**src/rtl/sdf_pkg.sv**
```systemverilog
package sdf_pkg;

   localparam int unsigned SDF_DEF_VAL_W = 12;
   localparam int unsigned SDF_DEF_DEPTH = 8;

   // per-cycle action of the queue: bit 1 = load accepted, bit 0 = pop taken
   typedef enum logic [1:0] {
      OP_IDLE = 2'b00,
      OP_POP  = 2'b01,
      OP_LOAD = 2'b10,
      OP_BOTH = 2'b11
   } sdf_op_e;

   function automatic logic op_loads(input sdf_op_e op);
      return op[1];
   endfunction

   function automatic logic op_pops(input sdf_op_e op);
      return op[0];
   endfunction

endpackage

```
**src/rtl/sdf_cell.sv**
```systemverilog
module sdf_cell #(
   parameter int unsigned WORD_W = 13
) (
   input  logic              clk,
   input  logic              rst_n,
   input  logic              shift,
   input  logic              load,
   input  logic [WORD_W-1:0] upper,
   input  logic [WORD_W-1:0] din,
   output logic [WORD_W-1:0] q
);

   // load wins: the loaded slot index is already the post-shift position
   always_ff @(posedge clk) begin
      if (!rst_n)
         q <= '0;
      else if (load)
         q <= din;
      else if (shift)
         q <= upper;
   end

endmodule

```
**src/rtl/sdf_ctrl.sv**
```systemverilog
module sdf_ctrl
   import sdf_pkg::*;
#(
   parameter int unsigned DEPTH = SDF_DEF_DEPTH,
   localparam int unsigned LVL_W = $clog2(DEPTH + 1)
) (
   input  logic             clk,
   input  logic             rst_n,
   input  logic             wr,
   input  logic             rd,
   output logic [LVL_W-1:0] level,
   output logic             empty,
   output logic             full,
   output logic             ovf_lost,
   output sdf_op_e          op,
   output logic [LVL_W-1:0] load_idx
);

   localparam logic [LVL_W-1:0] LVL_MAX = LVL_W'(DEPTH);
   localparam logic [LVL_W-1:0] LVL_ONE = LVL_W'(1);

   logic do_pop;
   logic do_load;

   assign empty   = (level == '0);
   assign full    = (level == LVL_MAX);
   assign do_pop  = rd && !empty;
   assign do_load = wr && (!full || do_pop);
   assign op      = sdf_op_e'({do_load, do_pop});

   // a combined load and pop writes one slot lower, into the slot that the shift frees
   assign load_idx = do_pop ? (level - LVL_ONE) : level;

   always_ff @(posedge clk) begin
      if (!rst_n) begin
         level <= '0;
      end else begin
         unique case (op)
            OP_LOAD: level <= level + LVL_ONE;
            OP_POP:  level <= level - LVL_ONE;
            default: level <= level;
         endcase
      end
   end

   always_ff @(posedge clk) begin
      if (!rst_n)
         ovf_lost <= 1'b0;
      else if (rd)
         ovf_lost <= 1'b0;
      else if (wr && full)
         ovf_lost <= 1'b1;
   end

   assert_level_bound_R8: assert property (@(posedge clk) disable iff (!rst_n)
      level <= LVL_MAX);

   assert_pop_dec_R4: assert property (@(posedge clk) disable iff (!rst_n)
      (rd && !empty && !wr) |=> (level == $past(level) - LVL_ONE));

   assert_push_inc_R3: assert property (@(posedge clk) disable iff (!rst_n)
      (wr && !rd && !full) |=> (level == $past(level) + LVL_ONE));

   assert_both_hold_R5: assert property (@(posedge clk) disable iff (!rst_n)
      (wr && rd && !empty) |=> $stable(level));

   assert_no_overflow_R9: assert property (@(posedge clk) disable iff (!rst_n)
      (wr && rd && full) |=> (!ovf_lost && full));

   assert_drop_flag_R6: assert property (@(posedge clk) disable iff (!rst_n)
      (wr && full && !rd) |=> (ovf_lost && full));

   assert_empty_read_R7: assert property (@(posedge clk) disable iff (!rst_n)
      (rd && empty && !wr) |=> empty);

   assert_empty_load_R10: assert property (@(posedge clk) disable iff (!rst_n)
      (wr && empty) |=> (level == LVL_ONE));

endmodule

```
**src/rtl/shift_result_fifo.sv**
```systemverilog
module shift_result_fifo
   import sdf_pkg::*;
#(
   parameter int unsigned VAL_W = SDF_DEF_VAL_W,
   parameter int unsigned DEPTH = SDF_DEF_DEPTH,
   localparam int unsigned WORD_W = VAL_W + 1,
   localparam int unsigned LVL_W  = $clog2(DEPTH + 1)
) (
   input  logic             clk,
   input  logic             rst_n,
   input  logic             res_valid,
   input  logic [VAL_W-1:0] res_val,
   input  logic             res_oor,
   input  logic             rd_strobe,
   output logic [VAL_W-1:0] bot_val,
   output logic             bot_oor,
   output logic [LVL_W-1:0] level,
   output logic             empty,
   output logic             full,
   output logic             ovf_lost
);

   initial begin
      assert (DEPTH >= 2) else $error("shift_result_fifo: DEPTH must be at least 2");
      assert (VAL_W >= 1) else $error("shift_result_fifo: VAL_W must be at least 1");
   end

   sdf_op_e          op;
   logic [LVL_W-1:0] load_idx;
   logic [WORD_W-1:0] din;
   logic [WORD_W-1:0] slot [DEPTH+1];

   assign din = {res_oor, res_val};

   sdf_ctrl #(.DEPTH(DEPTH)) u_ctrl (
      .clk      (clk),
      .rst_n    (rst_n),
      .wr       (res_valid),
      .rd       (rd_strobe),
      .level    (level),
      .empty    (empty),
      .full     (full),
      .ovf_lost (ovf_lost),
      .op       (op),
      .load_idx (load_idx)
   );

   // zeros enter above the highest slot, so vacated slots read as zero
   assign slot[DEPTH] = '0;

   for (genvar i = 0; i < DEPTH; i++) begin : g_slot
      logic load_here;
      assign load_here = op_loads(op) && (load_idx == LVL_W'(i));
      sdf_cell #(.WORD_W(WORD_W)) u_cell (
         .clk   (clk),
         .rst_n (rst_n),
         .shift (op_pops(op)),
         .load  (load_here),
         .upper (slot[i+1]),
         .din   (din),
         .q     (slot[i])
      );
   end

   assign {bot_oor, bot_val} = empty ? '0 : slot[0];

   assert_shift_down_R4: assert property (@(posedge clk) disable iff (!rst_n)
      (rd_strobe && level >= LVL_W'(2)) |=> ({bot_oor, bot_val} == $past(slot[1])));

   assert_bottom_hold_R3: assert property (@(posedge clk) disable iff (!rst_n)
      (!rd_strobe && !empty) |=> $stable({bot_oor, bot_val}));

   assert_empty_zero_R7: assert property (@(posedge clk) disable iff (!rst_n)
      empty |-> ({bot_oor, bot_val} == '0));

   assert_load_bottom_R10: assert property (@(posedge clk) disable iff (!rst_n)
      (res_valid && empty) |=> ({bot_oor, bot_val} == $past(din)));

endmodule

```
**config.mk**
```make
export PLATFORM = sky130hd
export DESIGN_NAME = shift_result_fifo
export DESIGN_NICKNAME = d
export VERILOG_FILES = /design/src/rtl/sdf_pkg.sv /design/src/rtl/sdf_cell.sv /design/src/rtl/sdf_ctrl.sv /design/src/rtl/shift_result_fifo.sv
export SDC_FILE = /design/constraint.sdc
export NUM_CORES = 1
export LEC_CHECK = 0
export ABC_CLOCK_PERIOD_IN_PS = 6100
export BUFFER_PORTS_ARGS = -buffer_cell sky130_fd_sc_hd__buf_4
export CAP_MARGIN = 10
export CORE_ASPECT_RATIO = 1.25
export CORE_MARGIN = 2
export CORE_UTILIZATION = 55
export DETAILED_ROUTE_END_ITERATION = 8
export PLACE_DENSITY = 0.78
export SLEW_MARGIN = 30
export SYNTH_ARGS = -nofsm -noshare
export SYNTH_HDL_FRONTEND = slang
export SYNTH_SLANG_ARGS = --single-unit
```
**constraint.sdc**
```tcl
create_clock -name clk -period 6.1 [get_ports clk]
set_input_delay 1.22 -clock clk [delete_from_list [all_inputs] [get_ports clk]]
set_output_delay 1.22 -clock clk [all_outputs]
set_load 0.05 [all_outputs]
```
# ---- Word level (Yosys, flattened, before mapping)
# Index checks and enable logic that the tools add are counted.
dict set report word_totals {
  ff_bits 109
  input_bits 17
  wordCells 68
}
dict set report op_classes {
  n_addsub 2
  n_eq_ne 10
  muxes 19
  bitwise 1
  reduce_logical 26
}
# operator n
set op_table {}
lappend op_table {{13-bit 2-to-1 mux} 17}
lappend op_table {{2-bit nonzero test} 9}
lappend op_table {{4-bit by 3-bit == test with 1-bit output, second input constant} 4}
lappend op_table {{1-bit logical AND} 11}
lappend op_table {{4-bit by 2-bit == test with 1-bit output, second input constant} 2}
lappend op_table {{4-bit logical NOT} 2}
lappend op_table {{4-bit case mux with 2 select lines} 1}
lappend op_table {{4-bit by 1-bit adder with 4-bit output, second input constant} 1}
lappend op_table {{4-bit by 1-bit == test with 1-bit output, second input constant} 1}
lappend op_table {{4-bit == test, second input constant} 1}
lappend op_table {{4-bit 2-to-1 mux} 1}
lappend op_table {{4-bit by 1-bit subtractor with 4-bit output, second input constant} 1}
lappend op_table {{2-bit by 1-bit == test with 1-bit output, second input constant} 1}
lappend op_table {{2-bit == test, second input constant} 1}
lappend op_table {{1-bit logical NOT} 2}
lappend op_table {{2-bit OR reduction} 1}
lappend op_table {{1-bit logical OR} 1}
lappend op_table {{1-bit inverter} 1}

# ---- Longest topological paths before layout
# Gate-level depths: netlist (run 1).
dict set report logic_depth {
  word_depth 7
  ltp_mapped 13
}

# ---- Modules after synthesis
# From an unflattened synthesis (run 1), not the netlist that was laid out.
dict set report hier_totals {
  hier_cells 541
  hier_area_um2 6179.7
}
# mod n_inst cells_per_inst area_each_um2
set by_module_without_submodules {}
lappend by_module_without_submodules {sdf_cell 8 56 688.2}
lappend by_module_without_submodules {sdf_ctrl 1 65 505.5}
lappend by_module_without_submodules {shift_result_fifo 1 28 168.9}

# ---- Least setup slack after synthesis (run 1)
# Ideal clock, no wire load.
dict set report synth_path {
  path_kind {flip-flop to output port}
  start {register u_ctrl.level[0]}
  end {output port bot_val[10]}
  arrival_time_ns 2.797
  t_required_ns 4.880
  path_slack_ns 2.083
  stages_incl_launch_ff 10
  n_path_buf 5
  cell_sequence {dfxtp_1 > buf_2 > inv_1 > ha_1 > or3b_1 > buf_6 > clkbuf_1 > clkbuf_1 > clkbuf_1 > and2_1}
}
dict set report synth_between {
  elab_chain_cells 2
}
# item line_no
set synth_rtl {}
lappend synth_rtl {{start, declared} sdf_ctrl.sv:11} ;# output logic [LVL_W-1:0] level,
lappend synth_rtl {{start signal, assigned} sdf_ctrl.sv:39} ;# OP_LOAD: level <= level + LVL_ONE;
lappend synth_rtl {{start signal, assigned} sdf_ctrl.sv:40} ;# OP_POP: level <= level - LVL_ONE;
lappend synth_rtl {{start signal, assigned} sdf_ctrl.sv:41} ;# default: level <= level;
lappend synth_rtl {{4-bit logical NOT} sdf_ctrl.sv:25} ;# assign empty = (level == '0);
lappend synth_rtl {{13-bit 2-to-1 mux} shift_result_fifo.sv:65} ;# assign {bot_oor, bot_val} = empty ? '0 : slot[0];
lappend synth_rtl {{end, declared} shift_result_fifo.sv:15} ;# output logic [VAL_W-1:0] bot_val,
# No other way between the ends.

# ---- Final worst setup path (run 1)
dict set report layout_path {
  start {register u_ctrl.level[0]}
  end {output port empty}
}
dict set report layout_between {
  elab_chain_cells 1
}
# item line_no
set layout_rtl {}
lappend layout_rtl {{4-bit logical NOT} sdf_ctrl.sv:25}
lappend layout_rtl {{end, declared} shift_result_fifo.sv:18} ;# output logic empty,
# No other way between the ends.

==> results of run 1 <==
-- state kept, by name (all words and copies together) (netlist names) --
register / count
g_slot.u_cell.q: 104
u_ctrl.ovf_lost: 1
u_ctrl.level: 4
-- how the worst min path moves through the flow --
stage	slack [ns]	start	endpoint	depth (start not counted)
6_report	0.47	g_slot[7].u_cell.q[3]$_SDFFE_PN0P_	g_slot[7].u_cell.q[3]$_SDFFE_PN0P_	2
3_3_place_gp	0.45	g_slot[7].u_cell.q[11]$_SDFFE_PN0P_	g_slot[7].u_cell.q[11]$_SDFFE_PN0P_	2
4_1_cts	0.48	g_slot[7].u_cell.q[3]$_SDFFE_PN0P_	g_slot[7].u_cell.q[3]$_SDFFE_PN0P_	2
5_1_grt	0.50	g_slot[7].u_cell.q[9]$_SDFFE_PN0P_	g_slot[7].u_cell.q[9]$_SDFFE_PN0P_	2
3_5_place_dp	0.47	g_slot[7].u_cell.q[10]$_SDFFE_PN0P_	g_slot[7].u_cell.q[10]$_SDFFE_PN0P_	2
2_1_floorplan	0.45	g_slot[7].u_cell.q[10]$_SDFFE_PN0P_	g_slot[7].u_cell.q[10]$_SDFFE_PN0P_	2
-- through the flow --
stage	std cells	power (mW)	area (um^2)	hold WS [ns]
2_1_floorplan	591	1.75	5700	0.446
3_3_place_gp	698	1.88	5840	0.454
3_5_place_dp	699	1.91	5850	0.469
4_1_cts	715	2.53	6160	0.477
5_1_grt	715	2.68	6190	0.499
6_report	715	2.53	6190	0.473
-- cell usage after synthesis (all sizes together), types with 3 or more instances --
| library cell | number |
|---|---|
| dfxtp | 109 |
| ha | 3 |
| a211oi | 4 |
| buf | 15 |
| o221ai | 4 |
| a21boi | 40 |
| o211ai | 55 |
| nand3 | 13 |
| xnor2 | 3 |
| or3 | 54 |
| and3 | 39 |
| clkbuf | 48 |
| inv | 6 |
| mux2i | 105 |
| and2 | 16 |
| o21ai | 41 |
| nand2 | 19 |
-- worst max-delay path, stage by stage, from the launching register on --
cell and delay (ns):
sky130_fd_sc_hd__dfxtp_1 0.63, sky130_fd_sc_hd__inv_1 0.26, sky130_fd_sc_hd__ha_1 0.32, sky130_fd_sc_hd__or3b_2 0.22, sky130_fd_sc_hd__buf_4 0.62, sky130_fd_sc_hd__inv_2 0.34, sky130_fd_sc_hd__buf_4 0.32, sky130_fd_sc_hd__buf_4 0.22
-- power by group --
part / switching [mW] / internal (mW) / leakage, nW
registers: 0.0879 / 0.864 / 0.887
clock network: 0.249 / 0.358 / 0.153
logic: 0.629 / 0.342 / 1.81
-- layout make-up --
type / instances / area, um^2 / share of cell area [%]
clock buffers: 11 / 233 / 3.76
clock inverters: 5 / 75.1 / 1.21
inverters: 6 / 22.5 / 0.364
multi-input cells: 413 / 3200 / 51.7
flip-flops and latches: 109 / 2180 / 35.2
well taps: 129 / 161 / 2.61
repair buffers: 42 / 315 / 5.09
-- routing by layer --
| metal | GRT usage [%] | wire [um] |
|---|---|---|
| met5 | 0 | 0 |
| met2 | 35.5 | 5890 |
| met1 | 29.8 | 5440 |
| met3 | 3.46 | 367 |
| met4 | 6.79 | 108 |
-- cells by family after synthesis --
kind of cell	synth area share (%)
fa+ha+maj	0.659
mux	18.4
buf+inv	6.08
flops	38.3
simple gates	16.5
compound gates	19.5
xor+xnor	0.461
-- layout by cell type (no fill, tap or decap), types with 2 or more instances in the layout --
| master | netlist | final |
|---|---|---|
| sky130_fd_sc_hd__a211oi_2 | 3 | 3 |
| sky130_fd_sc_hd__a21boi_0 | 40 | 40 |
| sky130_fd_sc_hd__a21oi_1 | 2 | 2 |
| sky130_fd_sc_hd__and2_1 | 16 | 16 |
| sky130_fd_sc_hd__and3_1 | 39 | 39 |
| sky130_fd_sc_hd__buf_4 | 0 | 42 |
| sky130_fd_sc_hd__bufinv_16 | 0 | 2 |
| sky130_fd_sc_hd__clkbuf_1 | 48 | 2 |
| sky130_fd_sc_hd__clkbuf_16 | 0 | 9 |
| sky130_fd_sc_hd__clkinv_2 | 0 | 3 |
| sky130_fd_sc_hd__dfxtp_1 | 109 | 109 |
| sky130_fd_sc_hd__ha_1 | 3 | 3 |
| sky130_fd_sc_hd__inv_1 | 4 | 4 |
| sky130_fd_sc_hd__inv_2 | 2 | 2 |
| sky130_fd_sc_hd__mux2i_1 | 105 | 105 |
| sky130_fd_sc_hd__nand2_1 | 19 | 19 |
| sky130_fd_sc_hd__nand3_1 | 13 | 13 |
| sky130_fd_sc_hd__nor3_2 | 2 | 2 |
| sky130_fd_sc_hd__nor3b_1 | 2 | 2 |
| sky130_fd_sc_hd__o211ai_1 | 52 | 52 |
| sky130_fd_sc_hd__o211ai_4 | 1 | 2 |
| sky130_fd_sc_hd__o21ai_0 | 41 | 41 |
| sky130_fd_sc_hd__o221ai_4 | 1 | 3 |
| sky130_fd_sc_hd__or3_1 | 54 | 54 |
| sky130_fd_sc_hd__xnor2_1 | 3 | 3 |
==> impl_results.md, run 1 <==
* Number of hold violations in the final report at 0
* R2r setup slk at 2.31 ns
* Clock tree from TritonCTS: yes
* Synth Area per Inst at 9.64 um^2
* Combined area of all synthesized cells at 5700 um^2
* Area share of the largest cell type after synthesis at 38.3%
* Reg-to-reg endpoint: u_ctrl.level[3]$_SDFFE_PN0P_
* Die outline height at 118 um
* Fill cells at 841
* Clock transition at the register clock pins on the worst setup and hold paths after CTS at 0.06 ns
* Average routed wire per standard cell at 16.5 um
* Hold buffer count at cts at 0
* Biggest area contributors in the synthesized netlist: sky130_fd_sc_hd__dfxtp_1 38%, sky130_fd_sc_hd__mux2i_1 18%, sky130_fd_sc_hd__o211ai_1 6.8%
* PostCTS Resize Cnt at 0
* Setup WS pre-CTS at 1.76 ns
* Run status: completed
* Start of the worst register-to-register path: u_ctrl.level[0]$_SDFFE_PN0P_
* Detailed router's first-iteration violation count at 303
* Total negative slack at 0 ns
* Leakage Power at 2.85 nW
* Fraction of layout cells with a size suffix above 1 at 13.1%
* P&R area growth vs syn at 8.63%
* TritonCTS Buffers at 9
* Core region area at 10100 um^2
* Worst setup margin at 1.58 ns
* Clk sink count at 109
* Gate count of the mapped netlist at 591
* Final Skew at 0.00481 ns
* Mean number of vias per cell at 6.08
* Largest area contributor in the synthesized netlist: sky130_fd_sc_hd__dfxtp_1
* Top-Level Pins at 37
* Synth unique cells at 37
* Highest Clock Rate at 0.221 GHz
* Required arrival time at the worst endpoint at 4.88 ns
* Final min period at 4.52 ns
* Top flip-flop cell by instance count after synthesis: sky130_fd_sc_hd__dfxtp_1
* Largest net degree at the start of global routing at 98
* Number of storage elements in the synthesis netlist at 109
* Via count of the first global-routing pass at 4130
* Total via count after detailed routing at 4350
* Max rail drop VDD at 251 uV
* Number of input and output port buffers inserted at 36
* Synth warnings at 0
* EDFF count, synth at 0
* Utilization after layout at 61.3%
* Global-route wire length before repair at 20100 um
* Horizontal die dimension at 95.1 um
* Portion of the post-synthesis area used by sequential elements at 38.3%
* H-tree depth at 3
* Number of buffers between clock root and the deepest sink at 2
* Die area at 11200 um^2
* Remaining Overflow, GRT at 0
* Effective utilization at floorplan at 56.4%
* Number of max-cap violations at 0
* Rows at 41
* Crit Path Category: reg2out
* Headroom to the max-slew limit at 34.9%
* Total setup buffers inserted after CTS at 0
* Worst-skew pair later-pin latency at 0.34 ns
* Path type of the worst min-delay path: reg2reg
* RD Place Congestion at 0.782
* Initial antenna violation count at 0
* Tcrit/Tclk final at 74.0%
* Setup violators final at 0
* Post-detail-place hpwl at 7120 um
* Number of iterations in the first detailed-routing pass at 4
* Post-layout nets at 601
* Total inserted antenna cells at 0
* Number of nets produced by synthesis at 611
* Crit path from: u_ctrl.level[0]$_SDFFE_PN0P_
* RSZ-0062 raised after global routing: false
* Power density over cell area at 409 nW/um^2
* Worst reg2reg path depth at 11
* Total wire length at 11800 um
* Number of remaining DRC errors at 0
* Global routing usage summed across all routing layers at 21.9%
* End of the critical path: empty
* CP Data Arrival Time at 3.30 ns
* Kind of launch point of the worst setup path: flop
* Critical-path maximum fanout at 97
* ANT nets after route at 0
* Max-slew violation total from the final report at 0
* Share of synthesized registers carrying an async set or reset at 0%
* Kind of end point of the critical path: output port
* Worst-margin pin slew at 0.974 ns
* Clock root buffer master: sky130_fd_sc_hd__clkbuf_16
Power figures use the tool's default switching activity.
==> inputs of run 2 (changes only) <==
--- a/config.mk
+++ b/config.mk
@@ -5,7 +5,7 @@
 export SDC_FILE = /design/constraint.sdc
 export NUM_CORES = 1
 export LEC_CHECK = 0
-export ABC_CLOCK_PERIOD_IN_PS = 6100
+export ABC_CLOCK_PERIOD_IN_PS = 4500
 export BUFFER_PORTS_ARGS = -buffer_cell sky130_fd_sc_hd__buf_4
 export CAP_MARGIN = 10
 export CORE_ASPECT_RATIO = 1.25
==> constraint.sdc (replaced) <==
create_clock -name clk -period 4.5 [get_ports clk]
set_input_delay 0.9 -clock clk [delete_from_list [all_inputs] [get_ports clk]]
set_output_delay 0.9 -clock clk [all_outputs]
set_load 0.05 [all_outputs]
==> run 2 against run 1 <==
Effect of this change: die area is the same; register-to-register slack lost 1.3 ns; sequential power grew 36%; critical path type unchanged; wire length grew 2.9%; largest cell class unchanged; core utilization is essentially flat; critical path depth shrank 1; sequential share of layout area is essentially flat.
==> impl_results.md, run 2 (synthesized netlist as in run 1, its figures left out) <==
* Core region area at 10100 um^2 (unchanged)
* Global routing usage summed across all routing layers at 22.2% (was 21.9%)
* Number of max-cap violations at 0 (unchanged)
* CP Data Arrival Time at 2.94 ns (was 3.30 ns)
* Die area at 11200 um^2 (unchanged)
* Headroom to the max-slew limit at 35.0% (was 34.9%)
* Leakage Power at 2.86 nW (was 2.85 nW)
* Initial antenna violation count at 0 (unchanged)
* Number of iterations in the first detailed-routing pass at 6 (was 4)
* PostCTS Resize Cnt at 0 (unchanged)
* Final Skew at 0.00533 ns (was 0.00481 ns)
* Crit Path Category: reg2out (unchanged)
* Sequential cell area at 2180 um^2 (unchanged)
* Via count of the first global-routing pass at 4019 (was 4130)
* Run status: completed (unchanged)
* Post-layout nets at 605 (was 601)
* Final cell count without fillers at 719 (was 715)
* Number of input and output port buffers inserted at 36 (unchanged)
* Tcrit/Tclk final at 85.3%
* Total negative slack at 0 ns (unchanged)
* Final min period at 3.84 ns
* Clock tree from TritonCTS: yes (unchanged)
* RD Place Congestion at 0.771 (was 0.782)
* Effective utilization at floorplan at 56.4% (unchanged)
* Path type of the worst min-delay path: reg2reg (unchanged)
* Cell area after placement at 5880 um^2 (was 5850 um^2)
* Worst-skew pair later-pin latency at 0.35 ns (was 0.34 ns)
* Biggest regs: g_slot.u_cell.q: 104 flops, u_ctrl.level: 4 flops, u_ctrl.ovf_lost: 1 flops (unchanged)
* ANT nets after route at 0 (unchanged)
* Detailed router's first-iteration violation count at 281 (was 303)
* Placed Cells at 703 (was 699)
* Max rail drop VDD at 353 uV (was 251 uV)
* Total inserted antenna cells at 0 (unchanged)
* Average routed wire per standard cell at 16.9 um (was 16.5 um)
* Post-detail-place hpwl at 7330 um (was 7120 um)
* Commonest non-fill, non-tap cell in the layout: sky130_fd_sc_hd__dfxtp_1 (unchanged)
* Total via count after detailed routing at 4434 (was 4350)
* Register containing the most flip-flops in the final layout: g_slot.u_cell.q (unchanged)
* Total setup buffers inserted after CTS at 0 (unchanged)
* Global-route wire length before repair at 20300 um (was 20100 um)
* Power density over cell area at 553 nW/um^2 (was 409 nW/um^2)
* Largest net degree at the start of global routing at 98 (unchanged)
* Utilization after layout at 61.2% (was 61.3%)
* Clock root buffer master: sky130_fd_sc_hd__clkbuf_16 (unchanged)
* Clk sink count at 109 (unchanged)
* Fill cells at 821 (was 841)
* Number of buffers between clock root and the deepest sink at 2 (unchanged)
* TritonCTS Buffers at 9 (unchanged)
* Top library cells by usage in the layout, fill and taps aside: 109 x sky130_fd_sc_hd__dfxtp_1, 105 x sky130_fd_sc_hd__mux2i_1, 54 x sky130_fd_sc_hd__or3_1 (unchanged)
* Clock transition at the register clock pins on the worst setup and hold paths after CTS at 0.07 ns (was 0.06 ns)
* H-tree depth at 3 (unchanged)
* Max-slew violation total from the final report at 0 (unchanged)
* Area occupied by multi-input gates at 3170 um^2 (was 3200 um^2)
* Required arrival time at the worst endpoint at 3.60 ns (was 4.88 ns)
* Top-Level Pins at 37 (unchanged)
* Summed area of non-filler cells in the final layout at 6190 um^2 (about the same)
* Hold buffer count at cts at 0 (unchanged)
* Fraction of layout cells with a size suffix above 1 at 13.7% (was 13.1%)
* Horizontal die dimension at 95.1 um (unchanged)
* Remaining Overflow, GRT at 0 (unchanged)
* Rows at 41 (unchanged)
* Max FFs per register at 104 (unchanged)
* Critical-path maximum fanout at 97 (unchanged)
* Mean number of vias per cell at 6.17 (was 6.08)
* Setup violators final at 0 (unchanged)
* Kind of end point of the critical path: output port (unchanged)
* Worst-margin pin slew at 0.972 ns (was 0.974 ns)
* Die outline height at 118 um (unchanged)
* Number of hold violations in the final report at 0 (unchanged)
* Number of remaining DRC errors at 0 (unchanged)
* RSZ-0062 raised after global routing: false (unchanged)
* Total wire length at 12100 um (was 11800 um)
* Kind of launch point of the worst setup path: flop (unchanged)
* Highest Clock Rate at 0.261 GHz
* P&R area growth vs syn at 8.54% (was 8.63%)
==> run 2: cell count changes in the layout (fill, tap and decap cells not counted) <==
cell                        previous run  this run
sky130_fd_sc_hd__buf_4                42        46
sky130_fd_sc_hd__bufinv_16             2         1
sky130_fd_sc_hd__clkbuf_8              0         2
sky130_fd_sc_hd__clkinv_2              3         1
sky130_fd_sc_hd__clkinv_4              0         1
sky130_fd_sc_hd__o211ai_2              1         2
sky130_fd_sc_hd__o211ai_4              2         1
sky130_fd_sc_hd__o221ai_2              1         3
sky130_fd_sc_hd__o221ai_4              3         1
==> run 2: final cells by class <==
class,instances,share of cell area [%]
clock inverter,3,0.708
clock buffer,13,4.21
tap,129,2.61
timing repair buffer,46,5.58
sequential,109,35.3
inverter,6,0.364
multi-input combinational,413,51.3
==> run 2: worst paths after layout <==
| check | endpoint | slack (ns) | cells past startpoint | startpoint |
|---|---|---|---|---|
| min | g_slot[7].u_cell.q[11]$_SDFFE_PN0P_ | 0.47 | 2 | g_slot[7].u_cell.q[11]$_SDFFE_PN0P_ |
| max | empty | 0.66 | 6 | u_ctrl.level[0]$_SDFFE_PN0P_ |
| min reg2reg | g_slot[7].u_cell.q[11]$_SDFFE_PN0P_ | 0.47 | 2 | g_slot[7].u_cell.q[11]$_SDFFE_PN0P_ |
| max reg2reg | g_slot[7].u_cell.q[12]$_SDFFE_PN0P_ | 1.01 | 8 | u_ctrl.level[0]$_SDFFE_PN0P_ |
==> run 2: where the power goes <==
part / internal (mW) / leakage (nW) / switching (mW)
registers: 1.17 / 0.887 / 0.121
clock network: 0.463 / 0.150 / 0.347
logic: 0.465 / 1.83 / 0.855
==> run 2: worst max-delay path: stages (launching register included) <==
cell                      delay (ns)
sky130_fd_sc_hd__dfxtp_1        0.64
sky130_fd_sc_hd__inv_1          0.26
sky130_fd_sc_hd__ha_1           0.31
sky130_fd_sc_hd__or3b_2         0.22
sky130_fd_sc_hd__buf_4          0.60
sky130_fd_sc_hd__inv_2          0.24
sky130_fd_sc_hd__buf_4          0.27
==> run 2: stage by stage <==
step	hold WS (ns)	power [mW]	setup slack (ns)
5_1_grt	0.492	3.61	0.428
2_1_floorplan	0.446	2.37	0.803
3_5_place_dp	0.460	2.62	1.02
3_3_place_gp	0.452	2.57	1.13
6_report	0.466	3.42	0.663
4_1_cts	0.470	3.43	0.663
==> run 2: routing by layer <==
| metal | wire, um | track usage, % | up-vias |
|---|---|---|---|
| li1 | - | - | 2177 |
| met1 | 5690 | 31.1 | 2153 |
| met2 | 5870 | 34.8 | 89 |
| met3 | 380 | 2.75 | 15 |
| met4 | 210 | 8.70 | 0 |
| met5 | 0 | 0 | - |
